[src/rtl/dma_pkg.sv]
`timescale 1ns/1ps
package dma_pkg;
  localparam int NCH   = 4;
  localparam int CH_W  = 2;
  localparam int ADR_W = 16;
  localparam int CNT_W = 16;

  typedef enum logic [1:0] {
    MODE_DEMAND = 2'd0,
    MODE_SINGLE = 2'd1,
    MODE_BLOCK  = 2'd2,
    MODE_BLOCK2 = 2'd3
  } xfer_mode_e;

  typedef enum logic [1:0] {
    ST_IDLE = 2'd0,
    ST_HREQ = 2'd1,
    ST_XFER = 2'd2,
    ST_DONE = 2'd3
  } seq_state_e;

  localparam logic [1:0] FN_ADDR = 2'd0;
  localparam logic [1:0] FN_CNT  = 2'd1;
  localparam logic [1:0] FN_CFG  = 2'd2;
  localparam logic [1:0] FN_CTL  = 2'd3;
  localparam logic [1:0] CTL_SWREQ = 2'd0;
  localparam logic [1:0] CTL_MASK1 = 2'd1;
  localparam logic [1:0] CTL_MASKA = 2'd2;
endpackage

[src/rtl/dma_chan.sv]
`timescale 1ns/1ps
module dma_chan
  import dma_pkg::*;
#(
  parameter int PAGE_W = 8
) (
  input  logic              clk_i,
  input  logic              rst_ni,
  input  logic              wr_addr_i,
  input  logic              wr_cnt_i,
  input  logic              wr_cfg_i,
  input  logic [15:0]       wdata_i,
  input  logic              mask_set_i,
  input  logic              mask_clr_i,
  input  logic              mask_load_i,
  input  logic              mask_val_i,
  input  logic              sw_set_i,
  input  logic              sw_clr_i,
  input  logic              step_i,
  input  logic              dreq_i,
  output logic [ADR_W-1:0]  addr_o,
  output logic [CNT_W-1:0]  cnt_o,
  output logic [PAGE_W-1:0] page_o,
  output xfer_mode_e        mode_o,
  output logic              dir_o,
  output logic              tc_o,
  output logic              req_o,
  output logic              elig_o
);
  logic [ADR_W-1:0]  addr_q;
  logic [CNT_W-1:0]  cnt_q;
  logic [PAGE_W-1:0] page_q;
  xfer_mode_e        mode_q;
  logic              dir_q, tc_q, mask_q, sw_q;

  always_ff @(posedge clk_i or negedge rst_ni) begin
    if (!rst_ni) begin
      addr_q <= '0;
      cnt_q  <= '0;
      page_q <= '0;
      mode_q <= MODE_DEMAND;
      dir_q  <= 1'b0;
      tc_q   <= 1'b0;
      mask_q <= 1'b1;
      sw_q   <= 1'b0;
    end else begin
      if (wr_addr_i)   addr_q <= wdata_i[ADR_W-1:0];
      else if (step_i) addr_q <= addr_q + 1'b1;
      if (wr_cnt_i)    cnt_q  <= wdata_i[CNT_W-1:0];
      else if (step_i) cnt_q  <= cnt_q - 1'b1;
      if (wr_cnt_i)                     tc_q <= 1'b0;
      else if (step_i && cnt_q == 1)    tc_q <= 1'b1;
      if (wr_cfg_i) begin
        page_q <= wdata_i[PAGE_W-1:0];
        mode_q <= xfer_mode_e'(wdata_i[9:8]);
        dir_q  <= wdata_i[10];
      end
      if (mask_load_i)     mask_q <= mask_val_i;
      else if (mask_set_i) mask_q <= 1'b1;
      else if (mask_clr_i) mask_q <= 1'b0;
      if (sw_clr_i) sw_q <= 1'b0;
      if (sw_set_i) sw_q <= 1'b1;
    end
  end

  assign addr_o = addr_q;
  assign cnt_o  = cnt_q;
  assign page_o = page_q;
  assign mode_o = mode_q;
  assign dir_o  = dir_q;
  assign tc_o   = tc_q;
  assign req_o  = dreq_i | sw_q;
  assign elig_o = req_o && !mask_q && (cnt_q != '0);

  AST_NO_UNDERFLOW: assert property (@(posedge clk_i) disable iff (!rst_ni)
    step_i |-> cnt_q != '0);
endmodule

[src/rtl/dma_arb.sv]
`timescale 1ns/1ps
module dma_arb
  import dma_pkg::*;
(
  input  logic [NCH-1:0]  elig_i,
  output logic [CH_W-1:0] idx_o,
  output logic            any_o
);
  logic [NCH-1:0] below;

  always_comb begin
    idx_o = '0;
    any_o = 1'b0;
    for (int i = NCH - 1; i >= 0; i--) begin
      if (elig_i[i]) begin
        idx_o = CH_W'(i);
        any_o = 1'b1;
      end
    end
  end

  assign below = (NCH'(1) << idx_o) - NCH'(1);

  always_comb begin
    if (any_o) begin
      AST_GNT_ELIGIBLE: assert (elig_i[idx_o]);
      AST_GNT_LOWEST: assert ((elig_i & below) == '0);
    end
  end
endmodule

[src/rtl/dma_seq.sv]
`timescale 1ns/1ps
module dma_seq
  import dma_pkg::*;
(
  input  logic             clk_i,
  input  logic             rst_ni,
  input  logic             any_i,
  input  logic [CH_W-1:0]  idx_i,
  input  logic             hlda_i,
  input  xfer_mode_e       mode_i,
  input  logic             req_i,
  input  logic [CNT_W-1:0] cnt_i,
  output logic             hold_o,
  output logic             xfer_o,
  output logic             step_o,
  output logic             done_o,
  output logic [CH_W-1:0]  ch_o
);
  seq_state_e      state_q;
  logic [CH_W-1:0] ch_q;
  logic            go, last;

  assign go     = (mode_i != MODE_DEMAND) || req_i;
  assign last   = (cnt_i == 1) || (mode_i == MODE_SINGLE);
  assign xfer_o = state_q == ST_XFER;
  assign step_o = xfer_o && go;
  assign done_o = state_q == ST_DONE;
  assign hold_o = (state_q == ST_HREQ) || xfer_o;
  assign ch_o   = ch_q;

  always_ff @(posedge clk_i or negedge rst_ni) begin
    if (!rst_ni) begin
      state_q <= ST_IDLE;
      ch_q    <= '0;
    end else begin
      unique case (state_q)
        ST_IDLE: if (any_i) begin
          state_q <= ST_HREQ;
          ch_q    <= idx_i;
        end
        ST_HREQ: if (hlda_i) state_q <= ST_XFER;
        ST_XFER: if (!go || last) state_q <= ST_DONE;
        ST_DONE: state_q <= ST_IDLE;
      endcase
    end
  end

  AST_WAIT_GRANT: assert property (@(posedge clk_i) disable iff (!rst_ni)
    (state_q == ST_HREQ && !hlda_i) |=> !xfer_o);
  AST_BLOCK_RUNS: assert property (@(posedge clk_i) disable iff (!rst_ni)
    (step_o && mode_i[1] && cnt_i != 1) |=> step_o);
  AST_SINGLE_ONE: assert property (@(posedge clk_i) disable iff (!rst_ni)
    (step_o && mode_i == MODE_SINGLE) |=> !hold_o);
  AST_DEMAND_STOP: assert property (@(posedge clk_i) disable iff (!rst_ni)
    (xfer_o && mode_i == MODE_DEMAND && !req_i) |=> !hold_o);
  AST_HOLD_GAP: assert property (@(posedge clk_i) disable iff (!rst_ni)
    $fell(xfer_o) |-> !hold_o);
endmodule

[src/rtl/dma_ctrl.sv]
`timescale 1ns/1ps
module dma_ctrl
  import dma_pkg::*;
#(
  parameter int PAGE_W = 8
) (
  input  logic                    clk_i,
  input  logic                    rst_ni,
  input  logic                    reg_we_i,
  input  logic [3:0]              reg_addr_i,
  input  logic [15:0]             reg_wdata_i,
  input  logic [3:0]              dreq_i,
  input  logic                    hlda_i,
  output logic                    hold_o,
  output logic [3:0]              dack_o,
  output logic [ADR_W+PAGE_W-1:0] addr_o,
  output logic                    mem_rd_o,
  output logic                    mem_wr_o,
  output logic                    io_rd_o,
  output logic                    io_wr_o,
  output logic [7:0]              status_o
);
  logic [ADR_W-1:0]  addr_a [NCH];
  logic [CNT_W-1:0]  cnt_a  [NCH];
  logic [PAGE_W-1:0] page_a [NCH];
  xfer_mode_e        mode_a [NCH];
  logic [NCH-1:0]    dir_v, tc_v, req_v, elig_v;

  logic [1:0]      fn;
  logic [CH_W-1:0] rch;
  logic            ctl_we;
  logic [CH_W-1:0] idx, ch_sel;
  logic            any, xfer, step, done;

  assign fn     = reg_addr_i[3:2];
  assign rch    = reg_addr_i[1:0];
  assign ctl_we = reg_we_i && fn == FN_CTL;

  for (genvar c = 0; c < NCH; c++) begin : g_ch
    logic hit, ctl_hit;
    assign hit     = reg_we_i && rch == CH_W'(c);
    assign ctl_hit = reg_wdata_i[1:0] == CH_W'(c);

    dma_chan #(.PAGE_W(PAGE_W)) u_chan (
      .clk_i      (clk_i),
      .rst_ni     (rst_ni),
      .wr_addr_i  (hit && fn == FN_ADDR),
      .wr_cnt_i   (hit && fn == FN_CNT),
      .wr_cfg_i   (hit && fn == FN_CFG),
      .wdata_i    (reg_wdata_i),
      .mask_set_i (ctl_we && rch == CTL_MASK1 && ctl_hit && reg_wdata_i[2]),
      .mask_clr_i (ctl_we && rch == CTL_MASK1 && ctl_hit && !reg_wdata_i[2]),
      .mask_load_i(ctl_we && rch == CTL_MASKA),
      .mask_val_i (reg_wdata_i[c]),
      .sw_set_i   (ctl_we && rch == CTL_SWREQ && ctl_hit && reg_wdata_i[2]),
      .sw_clr_i   (done && ch_sel == CH_W'(c)),
      .step_i     (step && ch_sel == CH_W'(c)),
      .dreq_i     (dreq_i[c]),
      .addr_o     (addr_a[c]),
      .cnt_o      (cnt_a[c]),
      .page_o     (page_a[c]),
      .mode_o     (mode_a[c]),
      .dir_o      (dir_v[c]),
      .tc_o       (tc_v[c]),
      .req_o      (req_v[c]),
      .elig_o     (elig_v[c])
    );
  end

  dma_arb u_arb (
    .elig_i(elig_v),
    .idx_o (idx),
    .any_o (any)
  );

  dma_seq u_seq (
    .clk_i (clk_i),
    .rst_ni(rst_ni),
    .any_i (any),
    .idx_i (idx),
    .hlda_i(hlda_i),
    .mode_i(mode_a[ch_sel]),
    .req_i (req_v[ch_sel]),
    .cnt_i (cnt_a[ch_sel]),
    .hold_o(hold_o),
    .xfer_o(xfer),
    .step_o(step),
    .done_o(done),
    .ch_o  (ch_sel)
  );

  assign dack_o   = xfer ? (NCH'(1) << ch_sel) : '0;
  assign addr_o   = {page_a[ch_sel], addr_a[ch_sel]};
  assign mem_rd_o = step && !dir_v[ch_sel];
  assign io_wr_o  = step && !dir_v[ch_sel];
  assign mem_wr_o = step && dir_v[ch_sel];
  assign io_rd_o  = step && dir_v[ch_sel];
  assign status_o = {req_v, tc_v};

  AST_DACK_ONEHOT: assert property (@(posedge clk_i) disable iff (!rst_ni)
    $onehot0(dack_o));
  AST_DACK_HOLD: assert property (@(posedge clk_i) disable iff (!rst_ni)
    (|dack_o) |-> hold_o);
  AST_STROBE_DIR: assert property (@(posedge clk_i) disable iff (!rst_ni)
    !(mem_rd_o && mem_wr_o) && !(io_rd_o && io_wr_o));
endmodule

[config.mk]
export PLATFORM = sky130hd
export DESIGN_NAME = dma_ctrl
export DESIGN_NICKNAME = d
export VERILOG_FILES = /design/src/rtl/dma_pkg.sv /design/src/rtl/dma_chan.sv /design/src/rtl/dma_arb.sv /design/src/rtl/dma_seq.sv /design/src/rtl/dma_ctrl.sv
export SDC_FILE = /design/constraint.sdc
export NUM_CORES = 1
export LEC_CHECK = 0
export BUFFER_PORTS_ARGS = -buffer_cell sky130_fd_sc_hd__buf_4
export CAP_MARGIN = 25
export CORE_MARGIN = 3
export CORE_UTILIZATION = 49
export DETAILED_ROUTE_END_ITERATION = 12
export GPL_TIMING_DRIVEN = 0
export HOLD_SLACK_MARGIN = 0.15
export PLACE_DENSITY = 0.64
export SLEW_MARGIN = 25
export SYNTH_ARGS = -nofsm -noshare
export SYNTH_HDL_FRONTEND = slang
export SYNTH_SLANG_ARGS = --single-unit
export TNS_END_PERCENT = 50
[constraint.sdc]
create_clock -name clk_i -period 6.1 [get_ports clk_i]
set_input_delay 0 -clock clk_i [delete_from_list [all_inputs] [get_ports clk_i]]
set_output_delay 0 -clock clk_i [all_outputs]
set_load 0.02 [all_outputs]
## Yosys cells after proc, flatten, opt, wreduce, memory -nomap -nowiden

Cells that the tools add are included.

- Muxes and demuxes: 73
- Shift-type cells: 1
- Equality and inequality tests: 24
- Magnitude comparators: 2
- Reductions and logical operators: 106
- Bitwise gates (word level): 5
- $add $sub $neg: 8

Operator list:

| kind | number |
|---|---|
| $mux 16 | 20 |
| $eq 16x1->1 const B | 5 |
| $add 16x1->16 const B | 4 |
| $bmux 16 s2 | 2 |
| $reduce_bool 16->1 | 4 |
| $sub 16x1->16 const B | 4 |
| $logic_and 1x1->1 | 63 |
| $mux 1 | 34 |
| $reduce_bool 2->1 | 17 |
| $eq 2x2->1 const B | 10 |
| $mux 2 | 9 |
| $bmux 8 s2 | 1 |
| $mux 8 | 2 |
| $eq 2x1->1 const B | 6 |
| $reduce_bool 3->1 | 4 |
| $logic_not 2->1 | 5 |
| $pmux 2 s4 | 1 |
| $logic_not 1->1 | 7 |
| $ne 2x2->1 const B | 3 |
| $bmux 1 s2 | 2 |
| $bmux 2 s2 | 1 |
| $logic_or 1x1->1 | 4 |
| $mux 4 | 1 |
| $or 1x1->1 | 4 |
| 6 further kinds | 6 |

- Output and inout port bits: 41
- Input bits: 28
- Logic and storage cells: 253
- Register bits: 188

## Longest topological paths before layout

Gate-level depths: netlist of run 1.

- Depth after elaboration: 11
- Mapped depth: 9
- Depth with buffers taken out: 8

## Modules after synthesis

Synthesis of run 1 repeated with hierarchy kept, for this count alone.

- Cell total of the unflattened synthesis: 1112
- Area, all modules: 11348.4 um^2

Modules (own cells, without submodules):

| module | times used | seq. area each (um^2) | area an instance (um^2) | cells an instance |
|---|---|---|---|---|
| dma_chan at g_ch[1].u_chan ... | 3 | 1152.4 | 2396.0 | 241 |
| dma_chan at g_ch[0].u_chan | 1 | 1152.4 | 2351.0 | 237 |
| dma_ctrl | 1 | 0.0 | 1450.1 | 117 |
| dma_seq | 1 | 100.1 | 324.1 | 28 |
| dma_arb | 1 | 0.0 | 35.0 | 7 |

## Worst setup path after synthesis of run 1

Ideal clock, no wire load.

- Kind: reg-to-reg
- From: reg g_ch[2].u_chan.cnt_q[5]
- To: reg u_seq.state_q[1]
- Buffers on the path: 0
- Clock period less this slack: 2609 ps
- Path slack: 3491 ps
- Cell stages (with the launch flop): 7
- Required time: 5972 ps
- Arrival time: 2481 ps
- Library setup time: 128 ps
- Cells stage by stage: dfrtp_1 > or4_4 > nor4_4 > a21oi_2 > or4_4 > a221oi_2 > mux2_1

- Word-level cells in the longest chain between the ends: 8
- Elaborated cells on any way between the ends: 14
- Those cells by class: 3 x eq/ne; 6 x mux; 5 x reduce/logical

RTL lines:

| what | line | text |
|---|---|---|
| start: declaration | dma_chan.sv:31 | `logic [CNT_W-1:0] cnt_q;` |
| start signal: assignment | dma_chan.sv:49 | `if (wr_cnt_i) cnt_q <= wdata_i[CNT_W-1:0];` |
| start signal: assignment | dma_chan.sv:50 | `else if (step_i) cnt_q <= cnt_q - 1'b1;` |
| $bmux 16 s2 | dma_ctrl.sv:84 | `.cnt_i (cnt_a[ch_sel]),` |
| $mux 16 (implied by the code) (2 in series) | dma_ctrl.sv:84 |  |
| $eq 16x1->1 | dma_seq.sv:24 | `assign last = (cnt_i == 1) \|\| (mode_i == MODE_SINGLE);` |
| $logic_or 1x1->1 | dma_seq.sv:24 |  |
| $logic_or 1x1->1 | dma_seq.sv:42 | `ST_XFER: if (!go \|\| last) state_q <= ST_DONE;` |
| $ne 2x2->1 (no source line) | n/a |  |
| $reduce_and 3->1 (no source line) * | n/a |  |
| end signal: assignment | dma_seq.sv:41 | `ST_HREQ: if (hlda_i) state_q <= ST_XFER;` |
| end signal: assignment | dma_seq.sv:42 |  |
| end signal: assignment | dma_seq.sv:43 | `ST_DONE: state_q <= ST_IDLE;` |
| end: declaration | dma_seq.sv:19 | `seq_state_e state_q;` |

Mark *: on every way between the ends. The rest lies on a longest branch, timed or not. The select of a mux whose other input is x is not followed.
A chain may end at the register's enable or synchronous reset.

## Worst setup path after layout of run 1

- From: reg u_seq.ch_q[1] (netlist: u_seq.ch_o[1])
- To: reg g_ch[3].u_chan.tc_q

- Word-level cells in the longest chain between the ends: 10
- Elaborated cells on any way between the ends: 13
- Those cells by class: 1 x eq/ne; 5 x mux; 1 x bitwise; 6 x reduce/logical

RTL lines:

| what | line | text |
|---|---|---|
| start: declaration | dma_seq.sv:20 | `logic [CH_W-1:0] ch_q;` |
| start signal: assignment | dma_seq.sv:39 | `ch_q <= idx_i;` |
| $not 2->3 (implied by the code) | dma_ctrl.sv:82 | `.mode_i(mode_a[ch_sel]),` |
| $bmux 2 s2 | dma_ctrl.sv:82 |  |
| $mux 2 (implied by the code) (2 in series) | dma_ctrl.sv:82 |  |
| $reduce_bool 2->1 | dma_seq.sv:23 | `assign go = (mode_i != MODE_DEMAND) \|\| req_i;` |
| $logic_or 1x1->1 | dma_seq.sv:23 |  |
| $logic_and 1x1->1 | dma_seq.sv:26 | `assign step_o = xfer_o && go;` |
| $logic_and 1x1->1 * | dma_ctrl.sv:57 | `.step_i (step && ch_sel == CH_W'(c)),` |
| $logic_and 1x1->1 * | dma_chan.sv:52 | `else if (step_i && cnt_q == 1) tc_q <= 1'b1;` |
| $reduce_bool 2->1 (no source line) * | n/a |  |
| end signal: assignment | dma_chan.sv:43 | `tc_q <= 1'b0;` |
| end signal: assignment | dma_chan.sv:51 | `if (wr_cnt_i) tc_q <= 1'b0;` |
| end signal: assignment | dma_chan.sv:52 |  |
| end: declaration | dma_chan.sv:34 | `logic dir_q, tc_q, mask_q, sw_q;` |

Marked as above.

==> results by group, run 1 <==
Setup path
  – Worst path required time: ~6.5 ns
  – Worst-path fanout max: 10
  – Worst EP arrival: around 3.7 ns
  – CP Capture Type: flip-flop
  – Crit path launch type: flip-flop
  – Crit Path Category: flip-flop to flip-flop

Die
  – Die X: 154 um
  – Die H: around 150 um
  – Top-level port count: between 60 and 70
  – Core Region: between 0.02 and 0.025 sq mm
  – Initial core utilization: 50.4%
  – Row cnt: 53
  – Die footprint: 0.0237 sq mm

Cells and area
  – Share of cells above drive strength 1: roughly 17%
  – Final net count: between 1000 and 1500
  – Area grow syn2layout: 16.1%
  – Commonest cells after routing, fill and taps aside: nor2_1 (186), dfrtp_1 (184), a21oi_1 (117)
  – Antenna cells: 0
  – Commonest non-fill, non-tap cell in the layout: nor2_1

Pwr
  – Cell Pwr Density: ~450 mW/mm^2
  – Maximum vdd drop: about 0.23 mV
  – Leakage: slightly below 5 nW
  – Pwr Total: 5.61 mW

Global routing
  – GR peak layer: met2
  – Vias in the first global route: between 8000 and 9000
  – Grt met1 use: between 30% and 40%
  – First-pass GRT wire length: about 51000 um
  – Antenna violations before repair: 0
  – GR Util met3: ~5.5%
  – Total GRT Usage: between 20 and 30%
  – GR Util met2: between 40 and 50%
  – Global route overflow: 0
  – Largest net degree at the start of global routing: 72

Drt
  – # DRC: 0
  – Via count: a little under 9000
  – DR vias/cell: between 5 and 6
  – Routed len/inst: between 20 and 25 um
  – Initial drt markers: around 760
  – Final WL: 32500 um
  – First drt pass iteration count: 5
  – Final antenna-violating net count: 0

Clocking
  – CTS tree: built
  – TritonCTS buffer count: 17
  – CTS max path bufs: 2
  – Clock latency on the worst-skew pair: 0.44 ns
  – Root Driver: clkbuf_16
  – Reg clk slew, reported paths: 0.08 ns
  – # H-tree levels: 4
  – PostCTS Resize Cnt: 0
  – Clock sink total: 188

Yosys
  – Synth cell types: between 60 and 70
  – Share of flip-flops with an asynchronous set or reset: 100%
  – Sequential element share of the synthesized area: around 44%
  – Mapped Nets: 1153
  – Syn avg cell area: slightly below 10 sq um
  – Syn Inst Count: about 1100
  – Post-synth EDFFs: 0
  – Mapped cell area: around 0.011 sq mm
  – Yosys reg bits: 188
  – Ys flop type: dfrtp_1
  – Synthesis warning total: 0

Timing
  – Fin. max-slew vios: 0
  – Final min period: 3.33 ns
  – Clock Skews: roughly 0.009 ns
  – Fmax: 0.301 GHz
  – # setup viols final: 0
  – Setup TNS: 0 ns
  – Final period util: between 50% and 60%
  – Rel. slew slack: between 20 and 30%
  – Final hold vios: 0
  – RSZ-0062 raised after global routing: no
  – Slew of the pin with the lowest slew margin: between 1 and 1.5 ns

Outcome
  – Outcome: finished, final reports clean

Placement
  – Port Buf Inserts: roughly 60
  – DPL Wire Length: 22900 um
  – Gpl congestion: 0.950

Job
  – Max-cap check violation count: 0

Min path
  – Worst Hold Class: input port to flip-flop
[cell usage after synthesis (all sizes together) (23+ instances only)]
cell type | n | share of area [%]
clkbuf | 47 | 1.6
inv | 23 | 0.81
buf | 29 | 1.5
xor2 | 50 | 4.1
mux2 | 49 | 5.2
nand3 | 30 | 1.4
nor3 | 32 | 1.5
nor2 | 186 | 6.5
a21oi | 119 | 5.6
xnor2 | 65 | 5.3
dfrtp | 184 | 43
mux4 | 30 | 6.3
nand2 | 68 | 2.4
[worst max-delay path, cell delays in order (launching register included)]
cell,delay [ns]
dfrtp_1,0.36
buf_2,0.20
inv_1,0.22
mux4_2,0.33
clkbuf_1,0.30
a211oi_2,0.92
a31oi_1,0.18
a31oi_1,0.18
dlygate4sd3_1,0.57
[power breakdown]
group / internal (mW) / switching, mW
Combinational: 1.06 / 1.28
Clock: 0.597 / 0.570
Sequential: 1.65 / 0.454
Total: 3.31 / 2.31
[cells by family (layout without fill, tap and decap cells)]
family | after synthesis | count (layout) | share of synthesized area (%)
AO/OA/AOI/OAI | 186 | 186 | 10.4
adder cells (fa/ha/maj) | 17 | 17 | 1.99
multiplexers | 82 | 82 | 11.7
AND/OR/NAND/NOR | 420 | 420 | 18.5
XOR/XNOR | 115 | 115 | 9.41
buffers and inverters | 100 | 216 | 3.95
flip-flops | 188 | 188 | 44.0
[metrics by stage]
step                      hold WS (ns)  area [sq um]  setup slack (ns)  utilization [%]  std cells
after floorplan                 -0.296         10700              3.49                -       1108
after global placement           0.252         11500              3.00             54.1       1442
after detailed placement       -0.0627         11600              2.98             54.4       1444
after CTS                        0.179         12400              2.85             58.5       1499
after global routing             0.243         12400              2.64             58.5       1499
final                            0.188         12400              2.77             58.5       1499
[cell type report]
| cell class | instances | area, sq um |
|---|---|---|
| flip-flops and latches | 188 | 4710 |
| well taps | 275 | 344 |
| fillers | 1892 | 8800 |
| clock buffers | 17 | 425 |
| plain buffers | 76 | 333 |
| multi-input cells | 820 | 5570 |
| repair buffers | 84 | 753 |
| clock inverters | 15 | 198 |
| inverters | 24 | 90.1 |
[sequential cells by signal (all words and copies together) (netlist names)]
signal	count
g_ch.u_chan.addr_o	64
g_ch.u_chan.cnt_o	64
g_ch.u_chan.page_o	32
g_ch.u_chan.mode_o	8
g_ch.u_chan.dir_o	4
g_ch.u_chan.mask_q	4
g_ch.u_chan.sw_q	4
g_ch.u_chan.tc_o	4
u_seq.ch_o	2
u_seq.state_q	2
[layer usage]
metal	share of wire [%]	wire length, um	up-vias
met3	6.4	2100	54
met1	44	14200	4457
met4	3.1	1020	0
li1	-	-	4100
met5	0	0	-
met2	47	15200	310
[final timing paths]
kind | to | cells past startpoint | from | slack, ns
min in group asynchronous | g_ch[3].u_chan.cnt_o[10] | 4 | rst_ni | 0.65
worst min register to register | g_ch[3].u_chan.sw_q | 1 | g_ch[3].u_chan.sw_q | 0.50
max in group asynchronous | g_ch[2].u_chan.addr_o[8] | 5 | rst_ni | 4.73
worst min-delay path | u_seq.ch_o[0] | 6 | dreq_i[2] | 0.19
worst max-delay path | g_ch[3].u_chan.tc_o | 8 | u_seq.ch_o[1] | 2.77
worst max register to register | g_ch[3].u_chan.tc_o | 8 | u_seq.ch_o[1] | 2.77
[repair_timing]
action | in CTS | in global routing
setup buffers | 0 | 0
hold endpoints to repair | 147 | 0
hold buffers | 23 | 0
Power figures use the tool's default switching activity.
==> run 2, diff against run 1 <==
--- a/config.mk
+++ b/config.mk
@@ -12,7 +12,7 @@
 export DETAILED_ROUTE_END_ITERATION = 12
 export GPL_TIMING_DRIVEN = 0
 export HOLD_SLACK_MARGIN = 0.15
-export PLACE_DENSITY = 0.64
+export PLACE_DENSITY = 0.66
 export SLEW_MARGIN = 25
 export SYNTH_ARGS = -nofsm -noshare
 export SYNTH_HDL_FRONTEND = slang
==> constraint.sdc (replaced) <==
create_clock -name clk_i -period 2.7 [get_ports clk_i]
set_input_delay 0 -clock clk_i [delete_from_list [all_inputs] [get_ports clk_i]]
set_output_delay 0 -clock clk_i [all_outputs]
set_load 0.02 [all_outputs]
==> run 2 against run 1 <==
  * The flow now finishes with violations (negative setup slack)
  * Worst setup slack worse by 2.8 ns
  * Final cell count is 0.73% higher
  * Critical path depth is 2 lower
  * Sequential power is 130% higher
  * Core utilization is 1.0 points higher
  * Flip-flop and latch count stayed put
  * Combinational power is 140% higher
  * Count of clock-buffer cells in the layout is 1 higher
  * Worst hold slack worse by 0.058 ns
  * Maximum frequency is 22% higher
  * Non-clock buffer count is 11 higher
  * Power is 130% higher
  * Critical path type unchanged
  * Largest cell class unchanged
  * Largest power group unchanged
==> results by group, run 2 (synthesized netlist as in run 1, its figures left out) <==
Outcome
  – Outcome: finished with violations
  – Failing checks: negative setup slack

Clocking
  – # H-tree levels: 4
  – Clock latency on the worst-skew pair: around 0.45 ns
  – CTS tree: built
  – TritonCTS buffer count: 17
  – Clock sink total: about 190
  – Reg clk slew, reported paths: approximately 0.080 ns
  – CTS max path bufs: 2
  – Root Driver: clkbuf_16

Global routing
  – Vias in the first global route: slightly below 9000
  – First-pass GRT wire length: roughly 51000 um
  – Total GRT Usage: around 28%
  – Largest net degree at the start of global routing: between 60 and 70
  – Global route overflow: 0
  – Antenna violations before repair: 0

Timing
  – RSZ-0062 raised after global routing: yes
  – Slew of the pin with the lowest slew margin: between 1 and 1.5 ns
  – Final period util: 101%
  – Rel. slew slack: between 20% and 30%
  – Clock Skews: between 0.01 and 0.015 ns
  – Fmax: 0.368 GHz
  – Final worst slack: -0.0208 ns
  – # setup viols final: 1
  – Final min period: 2.72 ns
  – Final hold vios: 0
  – Fin. max-slew vios: 0

Setup path
  – R2r setup slk: -0.02 ns
  – Reg-to-Reg End: u_seq.state_q[1]
  – Crit path launch type: flip-flop
  – Crit Path Category: flip-flop to flip-flop
  – Worst-path fanout max: 4
  – Reg2Reg Depth: 6
  – R2r startpoint: g_ch[2].u_chan.cnt_o[5]
  – CP Capture Type: flip-flop
  – Worst EP arrival: around 3.1 ns
  – Worst path required time: between 3 and 4 ns

Min path
  – Worst Hold Class: input port to async pin

Cells and area
  – Fillers: 1828
  – Cell area after layout: about 0.013 sq mm
  – Share of cells above drive strength 1: a little under a fifth
  – Final net count: between 1000 and 1500
  – Area grow syn2layout: 18.1%
  – Commonest non-fill, non-tap cell in the layout: dfrtp_1
  – Antenna cells: 0
  – Commonest cells after routing, fill and taps aside: dfrtp_1 (184), nor2_1 (183), a21oi_1 (116)

Placement
  – Port Buf Inserts: ~60
  – Gpl congestion: slightly above 0.9
  – DPL Wire Length: between 20000 and 25000 um
  – DP Area: about 0.012 sq mm

Drt
  – Final antenna-violating net count: 0
  – DR vias/cell: 5.96
  – Routed len/inst: approximately 22 um
  – Initial drt markers: just under 900
  – Final WL: roughly 33000 um
  – First drt pass iteration count: 6
  – Via count: 8994
  – # DRC: 0

Die
  – Die H: about 150 um
  – Initial core utilization: 50.4%
  – Die footprint: between 0.02 and 0.025 sq mm
  – Row cnt: 53
  – Die X: between 150 and 200 um
  – Core Region: around 0.021 sq mm
  – Top-level port count: slightly below 70

Job
  – Max-cap check violation count: 0

Pwr
  – Pwr Total: 13.0 mW
  – Leakage: around 5.0 nW
  – Maximum vdd drop: about 0.60 mV
  – Cell Pwr Density: just over 1000 mW/mm^2
run 2: layout make-up:
cell class,count,area [sq um],area share [%]
plain buffers,76,363,2.87
multi-input cells,820,5690,45.0
flip-flops and latches,188,4710,37.3
clock buffers,18,429,3.40
well taps,275,344,2.72
repair buffers,95,843,6.67
inverters,24,90.1,0.713
clock inverters,14,171,1.36
run 2: worst max-delay path by stage:
stage	from	endpoint	depth (start not counted)	slack, ns
global route	u_seq.ch_o[0]	u_seq.state_q[1]	8	-0.1
global placement	u_seq.ch_o[0]	g_ch[2].u_chan.addr_o[10]	9	-0.41
detailed placement	u_seq.ch_o[0]	g_ch[2].u_chan.addr_o[10]	9	-0.42
finish	g_ch[2].u_chan.cnt_o[5]	u_seq.state_q[1]	6	-0.02
CTS	u_seq.ch_o[0]	g_ch[3].u_chan.addr_o[5]	8	-0.008
floorplan	g_ch[2].u_chan.cnt_o[5]	u_seq.state_q[1]	6	0.09
run 2: what timing repair did:
action | 4_1_cts | 5_1_grt
hold buffers | 21 | 0
resized for setup | 39 | 5
endpoints found under the hold margin | 221 | 0
buffers inserted | 5 | 8
pin swaps | 3 | 3
endpoints found under the setup margin | 107 | 55
run 2: metal layers:
| layer | vias to the layer above | share of wire (%) | GRT usage [%] |
|---|---|---|---|
| met5 | - | 0 | 0 |
| met4 | 0 | 2.6 | 8.07 |
| met3 | 55 | 7.7 | 6.87 |
| met2 | 340 | 47 | 43.8 |
| met1 | 4467 | 43 | 38.6 |
| li1 | 4132 | - | - |
run 2: metrics by stage:
step | utilization (%) | TNS (ns) | std cells | hold slack [ns] | setup slack (ns)
2_1_floorplan | - | 0 | 1108 | -0.296 | 0.0913
3_3_place_gp | 54.1 | -11.58 | 1442 | 0.253 | -0.406
3_5_place_dp | 54.4 | -14.27 | 1444 | -0.0203 | -0.421
4_1_cts | 59.2 | -0.00822 | 1502 | 0.163 | -0.00822
5_1_grt | 59.5 | -0.209 | 1510 | 0.172 | -0.100
6_report | 59.5 | -0.0208 | 1510 | 0.131 | -0.0208
run 2: worst max-delay path, cell delays in order, from the launching register on:
cell and delay (ns):
dfrtp_1 0.42, or4_4 0.59, nor4_4 0.28, a21oi_2 0.09
or4_4 0.55, a221oi_2 0.34, mux2_1 0.35
run 2: report_power, final:
group / leakage [nW] / switching, mW / internal [mW] / total, mW
registers: 2.20 / 1.03 / 3.73 / 4.76
logic: 2.53 / 3.04 / 2.56 / 5.59
clock network: 0.286 / 1.29 / 1.33 / 2.62
total: 5.02 / 5.35 / 7.62 / 13.0
==> run 3, diff against run 2 <==
--- a/config.mk
+++ b/config.mk
@@ -5,6 +5,7 @@
 export SDC_FILE = /design/constraint.sdc
 export NUM_CORES = 1
 export LEC_CHECK = 0
+export ABC_AREA = 1
 export BUFFER_PORTS_ARGS = -buffer_cell sky130_fd_sc_hd__buf_4
 export CAP_MARGIN = 25
 export CORE_MARGIN = 3
==> run 3 against run 2 <==
  * The run now ends clean
  * Final area increased by 6.8%
  * Worst setup slack improved by 0.16 ns
  * Sequential share of layout area decreased by 2.4 points
  * Largest power group unchanged
==> results by group, run 3 <==
Timing
  – RSZ-0062 raised after global routing: no
  – Setup TNS: 0 ns
  – Rel. slew slack: 28.6%
  – Fin. max-slew vios: 0
  – # setup viols final: 0
  – Final hold vios: 0
  – Clock Skews: between 0.015 and 0.02 ns
  – Fmax: just under 0.4 GHz
  – Final min period: roughly 2.6 ns
  – Slew of the pin with the lowest slew margin: around 1.1 ns
  – Final period util: 94.9%

Cells and area
  – Layout Utilization: between 50% and 60%
  – Share of cells above drive strength 1: 10.5%
  – Commonest non-fill, non-tap cell in the layout: nand2_1
  – Commonest cells after routing, fill and taps aside: nand2_1 (411), dfrtp_1 (184), nor2_1 (151)
  – Final net count: roughly 1700
  – Area grow syn2layout: 14.4%

Clocking
  – CTS tree: built
  – TritonCTS buffer count: 17
  – Reg clk slew, reported paths: 0.08 ns
  – # H-tree levels: 4
  – Setup fix buffers added after clock tree synthesis: 0
  – PostCTS Resize Cnt: 0
  – Root Driver: clkbuf_16
  – Clock sink total: between 150 and 200
  – Clock latency on the worst-skew pair: around 0.45 ns
  – CTS max path bufs: 2
  – Hold buffer count at CTS: 20

Placement
  – Gpl congestion: between 0.9 and 1
  – Port Buf Inserts: 57
  – DPL Wire Length: ~28000 um

Yosys
  – Yosys top cell by area: dfrtp_1
  – Mapped cell area: 0.0118 sq mm
  – Syn avg cell area: 7.49 sq um
  – Yosys top cell area share: 39.0%
  – Synth cell types: 39
  – Commonest cells post-synth: nand2_1 (411), dfrtp_1 (184), nor2_1 (151), nand3_1 (143), inv_1 (132)
  – Post-synth EDFFs: 0
  – Yosys reg bits: about 190
  – Top post-synthesis cells by area: dfrtp_1 (39%), nand2_1 (13%), nand3_1 (6.1%)
  – Syn Inst Count: around 1600
  – Mapped Nets: 1619
  – Sequential element share of the synthesized area: about 40%
  – Ys flop type: dfrtp_1
  – Most frequent cell after synthesis: nand2_1
  – Synthesis warning total: 0
  – Share of flip-flops with an asynchronous set or reset: 100%

Drt
  – First drt pass iteration count: 8
  – Initial drt markers: approximately 1200
  – Post-route met1 wirelength: around 16000 um
  – DR vias/cell: roughly 5.7
  – # DRC: 0
  – Final WL: between 30000 and 40000 um
  – Final antenna-violating net count: 0
  – Max layer used: met4
  – Via count: roughly 11000
  – Wire length on met2: 17700 um
  – Met3 wire length: roughly 3300 um
  – Routed len/inst: between 15 and 20 um

Die
  – Die H: between 150 and 200 um
  – Top-level port count: 69
  – Initial core utilization: between 50% and 60%
  – Die X: 161 um
  – Die footprint: roughly 0.026 sq mm
  – Row cnt: 56
  – Core Region: 0.0235 sq mm

Global routing
  – Antenna violations before repair: 0
  – Largest net degree at the start of global routing: 81
  – First-pass GRT wire length: ~61000 um
  – Global route overflow: 0
  – Vias in the first global route: ~11000
  – Total GRT Usage: roughly 30%

Setup path
  – Reg2Reg Depth: 12
  – Worst EP arrival: about 2.6 ns
  – Worst-path fanout max: 10
  – Worst path required time: around 2.7 ns
  – Crit Path Category: flip-flop to primary output
  – CP Capture Type: primary output
  – Crit path launch type: flip-flop

Min path
  – Worst Hold Class: input port to flip-flop
  – Hold path depth: 8

Job
  – Max-cap check violation count: 0

Pwr
  – Maximum vdd drop: roughly 0.46 mV
  – Leakage: between 5 and 6 nW
  – Cell Pwr Density: 1090 mW/mm^2

Outcome
  – Outcome: finished, final reports clean
## run 3: cell types whose count changed in the layout (fill, tap and decap cells not counted), moves of 16 or more
cell	before	now
inv_1	22	132
nand3_1	30	143
o211ai_1	6	78
mux2_2	48	0
and3_1	16	0
mux4_2	30	0
nor2_1	183	151
a21oi_1	116	29
nand2_1	68	411
a22oi_1	0	31
xnor2_1	65	25
o21ai_0	13	72
## run 3: through the flow
| stage | instance area (sq um) | total power [mW] | cells | hold WS (ns) | setup slack (ns) |
|---|---|---|---|---|---|
| floorplan | 11800 | 9.69 | 1574 | -0.296 | 0.849 |
| global placement | 12600 | 11.8 | 1950 | 0.322 | 0.254 |
| detailed placement | 12700 | 11.9 | 1952 | -0.0539 | 0.484 |
| CTS | 13500 | 14.6 | 2004 | 0.169 | 0.205 |
| global route | 13500 | 15.7 | 2004 | 0.194 | 0.125 |
| finish | 13500 | 14.7 | 2005 | 0.177 | 0.138 |
## run 3: final timing paths
check / from / to / slack (ns)
max: u_seq.ch_o[0] / addr_o[8] / 0.14
min: dreq_i[2] / u_seq.ch_o[0] / 0.18
max reg2reg: g_ch[3].u_chan.cnt_o[0] / u_seq.state_q[1] / 0.39
min reg2reg: g_ch[0].u_chan.page_o[6] / g_ch[0].u_chan.page_o[6] / 0.49
max in group asynchronous: rst_ni / g_ch[1].u_chan.mask_q / 1.33
min in group asynchronous: rst_ni / g_ch[2].u_chan.addr_o[14] / 0.66
## run 3: area by class of cell
cell class                      count  area, sq um
Fill cell                        2252        10000
Inverter                          148          558
Timing Repair Buffer               79          708
Tap cell                          319          399
Sequential cell                   188         4710
Antenna cell                        1         2.50
Buffer                             76          402
Clock buffer                       18          439
Multi-Input combinational cell   1162         6130
Clock inverter                     14          153
## run 3: cell families after synthesis
| group | Yosys count | share of synthesized area, % |
|---|---|---|
| AND/OR/NAND/NOR | 799 | 29.1 |
| AO/OA/AOI/OAI | 264 | 15.0 |
| buffers and inverters | 224 | 8.14 |
| flip-flops | 188 | 39.9 |
| XOR/XNOR | 82 | 6.09 |
| adder cells (fa/ha/maj) | 17 | 1.80 |
## run 3: layer usage
metal / global-route usage [%] / vias to the layer above
li1: - / 5427
met1: 40.7 / 5539
met2: 47.0 / 439
met3: 6.49 / 81
met4: 12.9 / 0
met5: 0 / -
## run 3: worst max-delay path, stage by stage (launching register included)
cell and delay [ns]:
dfrtp_1 0.47, inv_1 0.13, nor2_4 0.28, clkbuf_1 0.59, a22oi_1 0.25, o211ai_1 0.20
buf_4 0.19
## run 3: power by group
| part | switching [mW] | total [mW] | internal (mW) |
|---|---|---|---|
| sequential | 1.16 | 5.07 | 3.91 |
| clock | 1.27 | 2.60 | 1.34 |
| combinational | 4.35 | 6.98 | 2.63 |
| total | 6.77 | 14.7 | 7.88 |
